## src/rtl/pwr_mode_pkg.sv

```systemverilog
package pwr_mode_pkg;

  localparam int ADDR_W = 3;
  localparam int DATA_W = 8;

  localparam logic [ADDR_W-1:0] ADDR_CTRL   = 3'd0;
  localparam logic [ADDR_W-1:0] ADDR_WAKE   = 3'd1;
  localparam logic [ADDR_W-1:0] ADDR_TRIG   = 3'd2;
  localparam logic [ADDR_W-1:0] ADDR_FLAG   = 3'd3;
  localparam logic [ADDR_W-1:0] ADDR_STATUS = 3'd4;

  localparam int MASK_LSB = 4;

  typedef enum logic [1:0] {
    MODE_ACTIVE = 2'b00,
    MODE_RETAIN = 2'b01,
    MODE_STBY   = 2'b10,
    MODE_LPSTBY = 2'b11
  } pwrMode_e;

  typedef struct packed {
    logic seqGo;
    logic seqUp;
  } seqCmd_t;

  typedef struct packed {
    logic       enFall;
    logic       enRise;
    logic       busTrig;
    logic       wake;
    logic       lpSel;
    logic       fieldOn;
    logic [1:0] field;
    logic       busy;
  } dpEvents_t;

endpackage

```

## src/rtl/pwr_mode_dp.sv

```systemverilog
module pwr_mode_dp
  import pwr_mode_pkg::*;
#(
  parameter int NUM_REG  = 4,
  parameter int NUM_WAKE = 2
) (
  input  logic                clk,
  input  logic                rstN,
  input  logic                enPin,
  input  logic [NUM_WAKE-1:0] wakePin,
  input  logic                timerWake,
  input  logic                regWrEn,
  input  logic [ADDR_W-1:0]   regAddr,
  input  logic [DATA_W-1:0]   regWrData,
  input  seqCmd_t             cmd,
  input  pwrMode_e            curMode,
  input  logic                srcPin,
  output logic [DATA_W-1:0]   regRdData,
  output logic [NUM_REG-1:0]  regEn,
  output logic                busy,
  output logic                irq,
  output logic [NUM_WAKE-1:0] wakeFlags,
  output dpEvents_t           ev
);

  localparam int CNT_W = (NUM_REG > 1) ? $clog2(NUM_REG) : 1;
  localparam logic [CNT_W-1:0] LAST_STEP = CNT_W'(NUM_REG - 1);

  // pin edge detection
  logic                prevEn;
  logic [NUM_WAKE-1:0] prevWake;
  logic [NUM_WAKE-1:0] wakeFall;

  always_ff @(posedge clk or negedge rstN) begin
    if (!rstN) begin
      prevEn   <= 1'b1;
      prevWake <= '1;
    end else begin
      prevEn   <= enPin;
      prevWake <= wakePin;
    end
  end

  assign wakeFall = prevWake & ~wakePin;

  // configuration registers
  logic                lpSel;
  logic                sleepMask;
  logic [1:0]          sleepField;
  logic [NUM_WAKE-1:0] wakeCfg;
  logic [NUM_WAKE-1:0] intMask;

  logic wrCtrl, wrWake, wrFlag, busTrig;
  assign wrCtrl  = regWrEn && (regAddr == ADDR_CTRL);
  assign wrWake  = regWrEn && (regAddr == ADDR_WAKE);
  assign wrFlag  = regWrEn && (regAddr == ADDR_FLAG);
  assign busTrig = regWrEn && (regAddr == ADDR_TRIG) && regWrData[0];

  always_ff @(posedge clk or negedge rstN) begin
    if (!rstN) begin
      lpSel      <= 1'b0;
      sleepMask  <= 1'b1;
      sleepField <= 2'b11;
      wakeCfg    <= '0;
      intMask    <= '1;
    end else begin
      if (wrCtrl) begin
        lpSel      <= regWrData[0];
        sleepMask  <= regWrData[1];
        sleepField <= regWrData[3:2];
      end
      if (wrWake) begin
        wakeCfg <= regWrData[NUM_WAKE-1:0];
        intMask <= regWrData[MASK_LSB +: NUM_WAKE];
      end
    end
  end

  // sticky wake flags, a new edge wins over a clear in the same cycle
  for (genvar i = 0; i < NUM_WAKE; i++) begin : g_flag
    always_ff @(posedge clk or negedge rstN) begin
      if (!rstN) begin
        wakeFlags[i] <= 1'b0;
      end else if (wakeFall[i]) begin
        wakeFlags[i] <= 1'b1;
      end else if (wrFlag && regWrData[i]) begin
        wakeFlags[i] <= 1'b0;
      end
    end
  end

  assign irq = |(wakeFlags & ~intMask);

  // regulator step sequencer
  logic [CNT_W-1:0] stepCnt;
  logic             seqUp;
  logic [CNT_W-1:0] stepIdx;

  assign stepIdx = seqUp ? (LAST_STEP - stepCnt) : stepCnt;

  always_ff @(posedge clk or negedge rstN) begin
    if (!rstN) begin
      busy    <= 1'b0;
      stepCnt <= '0;
      seqUp   <= 1'b0;
      regEn   <= '1;
    end else if (cmd.seqGo) begin
      busy    <= 1'b1;
      stepCnt <= '0;
      seqUp   <= cmd.seqUp;
    end else if (busy) begin
      regEn[stepIdx] <= seqUp;
      if (stepCnt == LAST_STEP) begin
        busy <= 1'b0;
      end else begin
        stepCnt <= stepCnt + 1'b1;
      end
    end
  end

  // read port
  always_comb begin
    regRdData = '0;
    case (regAddr)
      ADDR_CTRL: begin
        regRdData[0]   = lpSel;
        regRdData[1]   = sleepMask;
        regRdData[3:2] = sleepField;
      end
      ADDR_WAKE: begin
        regRdData[NUM_WAKE-1:0]          = wakeCfg;
        regRdData[MASK_LSB +: NUM_WAKE] = intMask;
      end
      ADDR_FLAG: begin
        regRdData[NUM_WAKE-1:0] = wakeFlags;
      end
      ADDR_STATUS: begin
        regRdData[1:0] = curMode;
        regRdData[2]   = busy;
        regRdData[3]   = srcPin;
      end
      default: regRdData = '0;
    endcase
  end

  // events towards the control
  always_comb begin
    ev.enFall  = prevEn & ~enPin;
    ev.enRise  = ~prevEn & enPin;
    ev.busTrig = busTrig;
    ev.wake    = (|(wakeFall & wakeCfg)) | timerWake;
    ev.lpSel   = lpSel;
    ev.fieldOn = ~sleepMask;
    ev.field   = sleepField;
    ev.busy    = busy;
  end

endmodule

```

## src/rtl/pwr_mode_fsm.sv

```systemverilog
module pwr_mode_fsm
  import pwr_mode_pkg::*;
(
  input  logic      clk,
  input  logic      rstN,
  input  dpEvents_t ev,
  output pwrMode_e  mode,
  output logic      srcPin,
  output seqCmd_t   cmd
);

  logic pendFall, pendRise, pendBus, pendWake;
  logic effFall, effRise, effBus, effWake;
  pwrMode_e nextMode;
  pwrMode_e stbyKind;
  logic     nextSrc;

  always_comb begin
    effFall  = pendFall | ev.enFall;
    effRise  = pendRise | ev.enRise;
    effBus   = pendBus  | ev.busTrig;
    effWake  = pendWake | ev.wake;
    stbyKind = ev.lpSel ? MODE_LPSTBY : MODE_STBY;
    nextMode = mode;
    nextSrc  = srcPin;
    cmd      = '0;
    if (!ev.busy) begin
      case (mode)
        MODE_ACTIVE, MODE_RETAIN: begin
          if (effFall || effBus) begin
            nextMode  = stbyKind;
            nextSrc   = effFall;
            cmd.seqGo = (mode == MODE_ACTIVE);
          end else if (ev.fieldOn) begin
            if (ev.field == 2'b11) begin
              if (mode == MODE_RETAIN) begin
                nextMode  = MODE_ACTIVE;
                cmd.seqGo = 1'b1;
                cmd.seqUp = 1'b1;
              end
            end else if (ev.field == 2'b00) begin
              nextMode  = stbyKind;
              nextSrc   = 1'b0;
              cmd.seqGo = (mode == MODE_ACTIVE);
            end else if (mode == MODE_ACTIVE) begin
              nextMode  = MODE_RETAIN;
              cmd.seqGo = 1'b1;
            end
          end
        end
        default: begin
          if (srcPin ? effRise : effWake) begin
            nextMode  = MODE_ACTIVE;
            cmd.seqGo = 1'b1;
            cmd.seqUp = 1'b1;
          end
        end
      endcase
    end
  end

  always_ff @(posedge clk or negedge rstN) begin
    if (!rstN) begin
      mode     <= MODE_ACTIVE;
      srcPin   <= 1'b0;
      pendFall <= 1'b0;
      pendRise <= 1'b0;
      pendBus  <= 1'b0;
      pendWake <= 1'b0;
    end else begin
      mode   <= nextMode;
      srcPin <= nextSrc;
      if (ev.busy) begin
        pendFall <= effFall;
        pendRise <= effRise;
        pendBus  <= effBus;
        pendWake <= effWake;
      end else begin
        pendFall <= 1'b0;
        pendRise <= 1'b0;
        pendBus  <= 1'b0;
        pendWake <= 1'b0;
      end
    end
  end

endmodule

```

## src/rtl/pwr_mode_ctrl.sv

```systemverilog
module pwr_mode_ctrl
  import pwr_mode_pkg::*;
#(
  parameter int NUM_REG  = 4,
  parameter int NUM_WAKE = 2
) (
  input  logic                clk,
  input  logic                rstN,
  input  logic                enPin,
  input  logic [NUM_WAKE-1:0] wakePin,
  input  logic                timerWake,
  input  logic                regWrEn,
  input  logic [2:0]          regAddr,
  input  logic [7:0]          regWrData,
  output logic [7:0]          regRdData,
  output logic [NUM_REG-1:0]  regEn,
  output logic [1:0]          curMode,
  output logic                busy,
  output logic                irq
);

  seqCmd_t             seqCmd;
  dpEvents_t           dpEv;
  pwrMode_e            modeQ;
  logic                srcPin;
  logic [NUM_WAKE-1:0] wakeFlags;

  pwr_mode_fsm u_fsm (
    .clk    (clk),
    .rstN   (rstN),
    .ev     (dpEv),
    .mode   (modeQ),
    .srcPin (srcPin),
    .cmd    (seqCmd)
  );

  pwr_mode_dp #(
    .NUM_REG  (NUM_REG),
    .NUM_WAKE (NUM_WAKE)
  ) u_dp (
    .clk       (clk),
    .rstN      (rstN),
    .enPin     (enPin),
    .wakePin   (wakePin),
    .timerWake (timerWake),
    .regWrEn   (regWrEn),
    .regAddr   (regAddr),
    .regWrData (regWrData),
    .cmd       (seqCmd),
    .curMode   (modeQ),
    .srcPin    (srcPin),
    .regRdData (regRdData),
    .regEn     (regEn),
    .busy      (busy),
    .irq       (irq),
    .wakeFlags (wakeFlags),
    .ev        (dpEv)
  );

  assign curMode = modeQ;

endmodule

```

## config.mk

```make
export PLATFORM = sky130hd
export DESIGN_NAME = pwr_mode_ctrl
export DESIGN_NICKNAME = d
export VERILOG_FILES = /design/src/rtl/pwr_mode_pkg.sv /design/src/rtl/pwr_mode_dp.sv /design/src/rtl/pwr_mode_fsm.sv /design/src/rtl/pwr_mode_ctrl.sv
export SDC_FILE = /design/constraint.sdc
export NUM_CORES = 1
export LEC_CHECK = 0
export BUFFER_PORTS_ARGS = -buffer_cell sky130_fd_sc_hd__clkbuf_2
export CORE_UTILIZATION = 53
export CTS_CLUSTER_SIZE = 28
export DETAILED_ROUTE_END_ITERATION = 10
export PLACE_DENSITY = 0.78
export SLEW_MARGIN = 15
export SYNTH_ARGS = -nofsm -noshare
export SYNTH_HDL_FRONTEND = slang
export SYNTH_SLANG_ARGS = --single-unit
export TNS_END_PERCENT = 10
```

## constraint.sdc

```tcl
create_clock -name clk -period 2.3 [get_ports clk]
set_clock_uncertainty 0.15 [all_clocks]
set_input_delay 0.46 -clock clk [delete_from_list [all_inputs] [get_ports clk]]
set_output_delay 0.46 -clock clk [all_outputs]
set_load 0.02 [all_outputs]
```

# Yosys cells after proc, flatten, opt, wreduce, memory -nomap -nowiden
# Index checks and enable logic that the tools add are counted.
[word_totals] regBits=28 inputBits=18
[op_classes] n_addsub=2 n_lt_le_gt_ge=2 eq_ne=13 n_mux=46 bitwise=16 n_reduce_logical=24
[op_table] op="$mux 2" count=18
[op_table] op="$mux 1" count=24
[op_table] op="$reduce_and 5->1" count=2
[op_table] op="$reduce_bool 2->1" count=5
[op_table] op="$logic_and 1x1->1" count=8
[op_table] op="$pmux 2 s4" count=1
[op_table] op="$and 2x2->2" count=3
[op_table] op="$eq 3x2->1 const B" count=2
[op_table] op="$reduce_or 2->1" count=3
[op_table] op="$ne 5x1->1 const B" count=1
[op_table] op="$or 1x1->1" count=5
[op_table] op="$bwmux 4" count=1
[op_table] op="$eq 2x2->1 const B" count=2
[op_table] op="$logic_not 2->1" count=2
[op_table] op="$ne 2x2->1 const B" count=2
[op_table] op="$ne 4x3->1 const B" count=1
[op_table] op="$not 1->1" count=4
[op_table] op="$not 2->2" count=2
[op_table] op="$pmux 2 s2" count=1
[op_table] op="$reduce_and 2->1" count=2
[op_table] op="$eq 3x1->1 const B" count=1
[op_table] op="$eq 3x3->1 const B" count=1
[op_table] op="$logic_not 3->1" count=1
[op_table] op="$lt 2x3->1 const B" count=1
[op_table] op="other kinds (9)" count=10

# Longest topological paths before layout
[depth] depth_word=12 ltp_mapped=6 ltp_nobuf=6

# Modules after synthesis
# From an unflattened synthesis, not the netlist that was laid out.
[hier_totals] cells_unflattened=137 hier_area_um2=1471.4
[modules_own_cells] mod="pwr_mode_dp" n_inst=1 cells_per_inst=102 area_per_inst_um2=1106.1
[modules_own_cells] mod="pwr_mode_fsm" n_inst=1 cells_per_inst=35 area_per_inst_um2=365.4

# Worst setup path before layout
# No wires, ideal clock.
[synth_timing] path_type="input to output" from="input port regAddr[2]" to="output port regRdData[1]" arrival_time_ps=1344 required_time_ps=1690 path_slack_ps=346 cell_stages=4 cell_sequence="buf_2 > nor2b_1 > a21oi_1 > o21ai_0"
[synth_between] elab_chain_cells=2 word_cells_on_any_way=5
[synth_rtl] element="from (decl)" line_no="pwr_mode_ctrl.sv:13" rtl="input logic [2:0] regAddr,"
[synth_rtl] element="$eq 3x3->1, or another cell as far along" line_no="pwr_mode_dp.sv:124" rtl="case (regAddr)"
[synth_rtl] element="$pmux 2 s4 *" line_no="pwr_mode_dp.sv:124"
[synth_rtl] element="to (decl)" line_no="pwr_mode_ctrl.sv:15" rtl="output logic [7:0] regRdData,"
# Mark *: on every way between the ends. The rest lies on a longest branch, timed or not.

# Worst setup path after layout
[layout_timing] from="register u_dp.sleepField[0]" to="register u_fsm.mode[0]"
[layout_between] elab_chain_cells=6 word_cells_on_any_way=10
[layout_rtl] element="from (decl)" line_no="pwr_mode_dp.sv:49" rtl="logic [1:0] sleepField;"
[layout_rtl] element="from (signal assigned)" line_no="pwr_mode_dp.sv:70" rtl="sleepField <= regWrData[3:2];"
[layout_rtl] element="$logic_not 2->1" line_no="pwr_mode_fsm.sv:41" rtl="end else if (ev.field == 2'b00) begin"
[layout_rtl] element="$mux 2" line_no="pwr_mode_fsm.sv:41"
[layout_rtl] element="$mux 2" line_no="pwr_mode_fsm.sv:35" rtl="if (ev.field == 2'b11) begin"
[layout_rtl] element="$mux 2" line_no="pwr_mode_fsm.sv:34" rtl="end else if (ev.fieldOn) begin"
[layout_rtl] element="$mux 2" line_no="pwr_mode_fsm.sv:30" rtl="if (effFall || effBus) begin"
[layout_rtl] element="$mux 2" line_no="pwr_mode_fsm.sv:28" rtl="case (mode)"
[layout_rtl] element="to (signal assigned)" line_no="pwr_mode_fsm.sv:71" rtl="mode <= nextMode;"
[layout_rtl] element="to (decl)" line_no="pwr_mode_fsm.sv:7" rtl="output pwrMode_e mode,"
# Parallel ways exist; a longest one is shown, timed or not. The select of a mux whose other input is x is not followed.
# A chain may end at the register's enable or synchronous reset.

==> results.yml <==
cts:
  cts_setup_buffers: 0
  clock-root-buffer: "clkbuf_4"
  cts_tree: "built"
  cts_sinks: 28
  clk_latency_ns: 0.33
  cts_buffers: 3
  clk_pin_slew_ns: 0.15
  hold_buffers: 0
  h-tree-depth: 1
  ctsResizeCount: 0
  cts_buffer_depth: 2
floorplan:
  dieArea_um2: 3010
  chipWidth_um: 54.8
  die_y_um: 54.8
  rows: 18
  boundaryPins: 34
  start_util_pct: 57.6
  core-area_um2: 2570
hold_path:
  min-delay-path-class: "input pin to async pin"
detailed_routing:
  wire_per_inst_um: 14.5
  vias: 1152
  viasPerCell: 5.67
  drtAntennaViolNets: 0
  drtIter0Drc: 28
  wirelength_mm: 2.94
  first_pass_iters: 4
  drcViolationCount: 0
critical_path:
  regToRegStartpoint: "u_dp.sleepField[0]$_DFFE_PN1P_"
  reg2regPathDepth: 6
  path_class: "flip-flop to flip-flop"
  start_kind: "flip-flop"
  cp_max_fo: 3
  critical-path-top-delay-family: "compound AO/OA/AOI/OAI gates"
  endpoint_kind: "flip-flop"
  timing.rr.end: "u_fsm.mode[0]$_DFFE_PN0P_"
  cpMaxStageDelayCell: "dfstp_2"
  path_cells: "inv_1 > ha_1 > a211oi_1 > nor2_1 > a31o_1 > mux2_1"
  reg2reg_slack_ns: 0.17
  cp.required_ns: 2.38
  max_stage_delay_ns: 0.58
  critPathBufInv: 1
  critical_path_arrival_ns: 2.21
global_routing:
  grt_pass1_vias: 1054
  antenna_found_initial: 0
  track_usage_pct: 22.3
  grt_first_pass_wirelength_mm: 4.66
  grt-ovfl-total: 0
  grt_max_degree: 29
run_status:
  status: "finished with violations"
  violations: "hold timing"
synth:
  synth_edf_count: 0
  ys.flop_type: "dfrtp_1"
  ys_ff_latch: 28
  synth_cell_type_count: 47
  synth_async_sr_flop_share_pct: 100
  yosys_warnings: 0
  synthesis.area_um2: 1480
  ys_seq_area_share_pct: 48.4
  syn_avg_cell_area_um2: 10.2
  netlist_instances: 145
sta:
  rsz0062_at_grt: "false"
  setup_viol: 0
  tightest_slew_ns: 0.668
  finalSetupTns_ns: 0
  period_minus_slack_ns: 2.13
  hold_ws_ns: -0.0131
  drv_slew: 0
  relSlewSlack_pct: 55.5
  timing.fmax_mhz: 470
  hold_viol_final: 16
  period_share_pct: 92.5
run:
  drv_cap: 0
layout:
  fillers: 227
  seq_area_um2: 716
  instances_no_fill: 203
  diodes: 0
  area_growth_pct: 11.9
  nets: 195
  drive_gt1_share_pct: 33.5
  multi_input_area_um2: 682
power:
  p_per_area_nw_per_um2: 1070
  ir_drop_v: 0.000853
  p_leak_uw: 0.000764
placed_design:
  portBuffers: 29
  gp_congestion: 0.767
  place_inst: 199
  hpwl_mm: 2.17
==> cells by family after synthesis <==
family	Yosys count	share of synthesized area (%)
adders and majority gates	3	2.54
DFF	28	48.4
muxes	10	7.36
and+or+nand+nor	43	16.8
buffers and inverters	18	5.75
other	1	0.254
AOI/OAI and AO/OA	42	18.9
==> Yosys cell counts, drive strengths merged (5+ instances only) <==
cell type | n | area [um^2]
a21oi | 9 | 45.0
buf | 6 | 40.0
dfrtp | 16 | 400
dfstp | 12 | 315
inv | 11 | 41.3
mux2 | 7 | 78.8
nand2 | 11 | 41.3
nor2 | 5 | 18.8
nor2b | 9 | 63.8
o21ai | 12 | 60.1
==> report_power, final <==
part / internal [uW] / leakage, uW / total [uW] / switching (uW)
Combinational: 309 / 0.000435 / 692 / 384
Sequential: 680 / 0.000314 / 869 / 190
Clock: 68.0 / 0.0000150 / 208 / 140
==> flip-flops by register name (all words and copies together), names as in the netlist, 2 cells and up <==
register,cells
u_dp.sleepField,2
u_dp.wakeFlags,2
u_dp.stepCnt,2
u_dp.intMask,2
u_dp.prevWake,2
u_fsm.mode,2
u_dp.regEn,4
u_dp.wakeCfg,2
==> per-layer routing <==
metal  vias up  track usage [%]  routed length, um
li1        562                -                  -
met1       557             28.2               1300
met2        29             38.8               1480
met3         4             2.50                123
met4         0             7.69                 40
met5         -                0                  0
==> cell type report <==
type                       instances  area share [%]
clock buffer                       4            1.59
inverter                          11            2.49
multi-input combinational        100            41.2
sequential                        28            43.2
tap                               30            2.27
timing repair buffer              30            9.22
==> worst register-to-register path, cell delays in order, from the launching register on <==
cell and delay, ns:
dfstp_2 0.58, inv_1 0.06, ha_1 0.29, a211oi_1 0.34
nor2_1 0.08, a31o_1 0.24, mux2_1 0.30
==> cell usage in the layout, fill, tap and decap left out, drive strengths merged, types with 3 or more instances in the layout <==
master and count:
a211oi 3, clkbuf 33, nor2 5, nand2 11
mux2i 3, mux2 7, o31ai 3, nor2b 9
o21ai 12, dfstp 12, and2 3, a21oi 9
ha 3, dfrtp 16, nand2b 3, a31oi 3
inv 11
==> worst max-delay path by stage <==
stage / depth (start not counted) / end / startpoint / slack, ns
finish: 6 / u_fsm.mode[0]$_DFFE_PN0P_ / u_dp.sleepField[0]$_DFFE_PN1P_ / 0.17
global route: 3 / regRdData[2] / u_dp.busy$_DFF_PN0_ / 0.09
CTS: 6 / u_fsm.mode[0]$_DFFE_PN0P_ / u_dp.sleepField[0]$_DFFE_PN1P_ / 0.19
detailed placement: 6 / u_fsm.mode[0]$_DFFE_PN0P_ / u_dp.sleepField[0]$_DFFE_PN1P_ / 0.20
global placement: 6 / u_fsm.mode[0]$_DFFE_PN0P_ / u_dp.sleepField[0]$_DFFE_PN1P_ / 0.28
floorplan: 4 / regRdData[1] / regAddr[2] / 0.35
==> metrics by stage <==
step                setup WS (ns)  hold slack [ns]  utilization, %  power (uW)  cell area, um^2
global placement            0.277            0.307            63.5        1520             1630
detailed placement          0.202            0.310            63.5        1570             1630
floorplan                   0.346           0.0144               -        1360             1480
finish                      0.173          -0.0131            64.5        1770             1660
CTS                         0.190          0.00253            64.5        1780             1660
global route               0.0850           0.0263            64.5        1910             1660
Power figures use the tool's default switching activity.
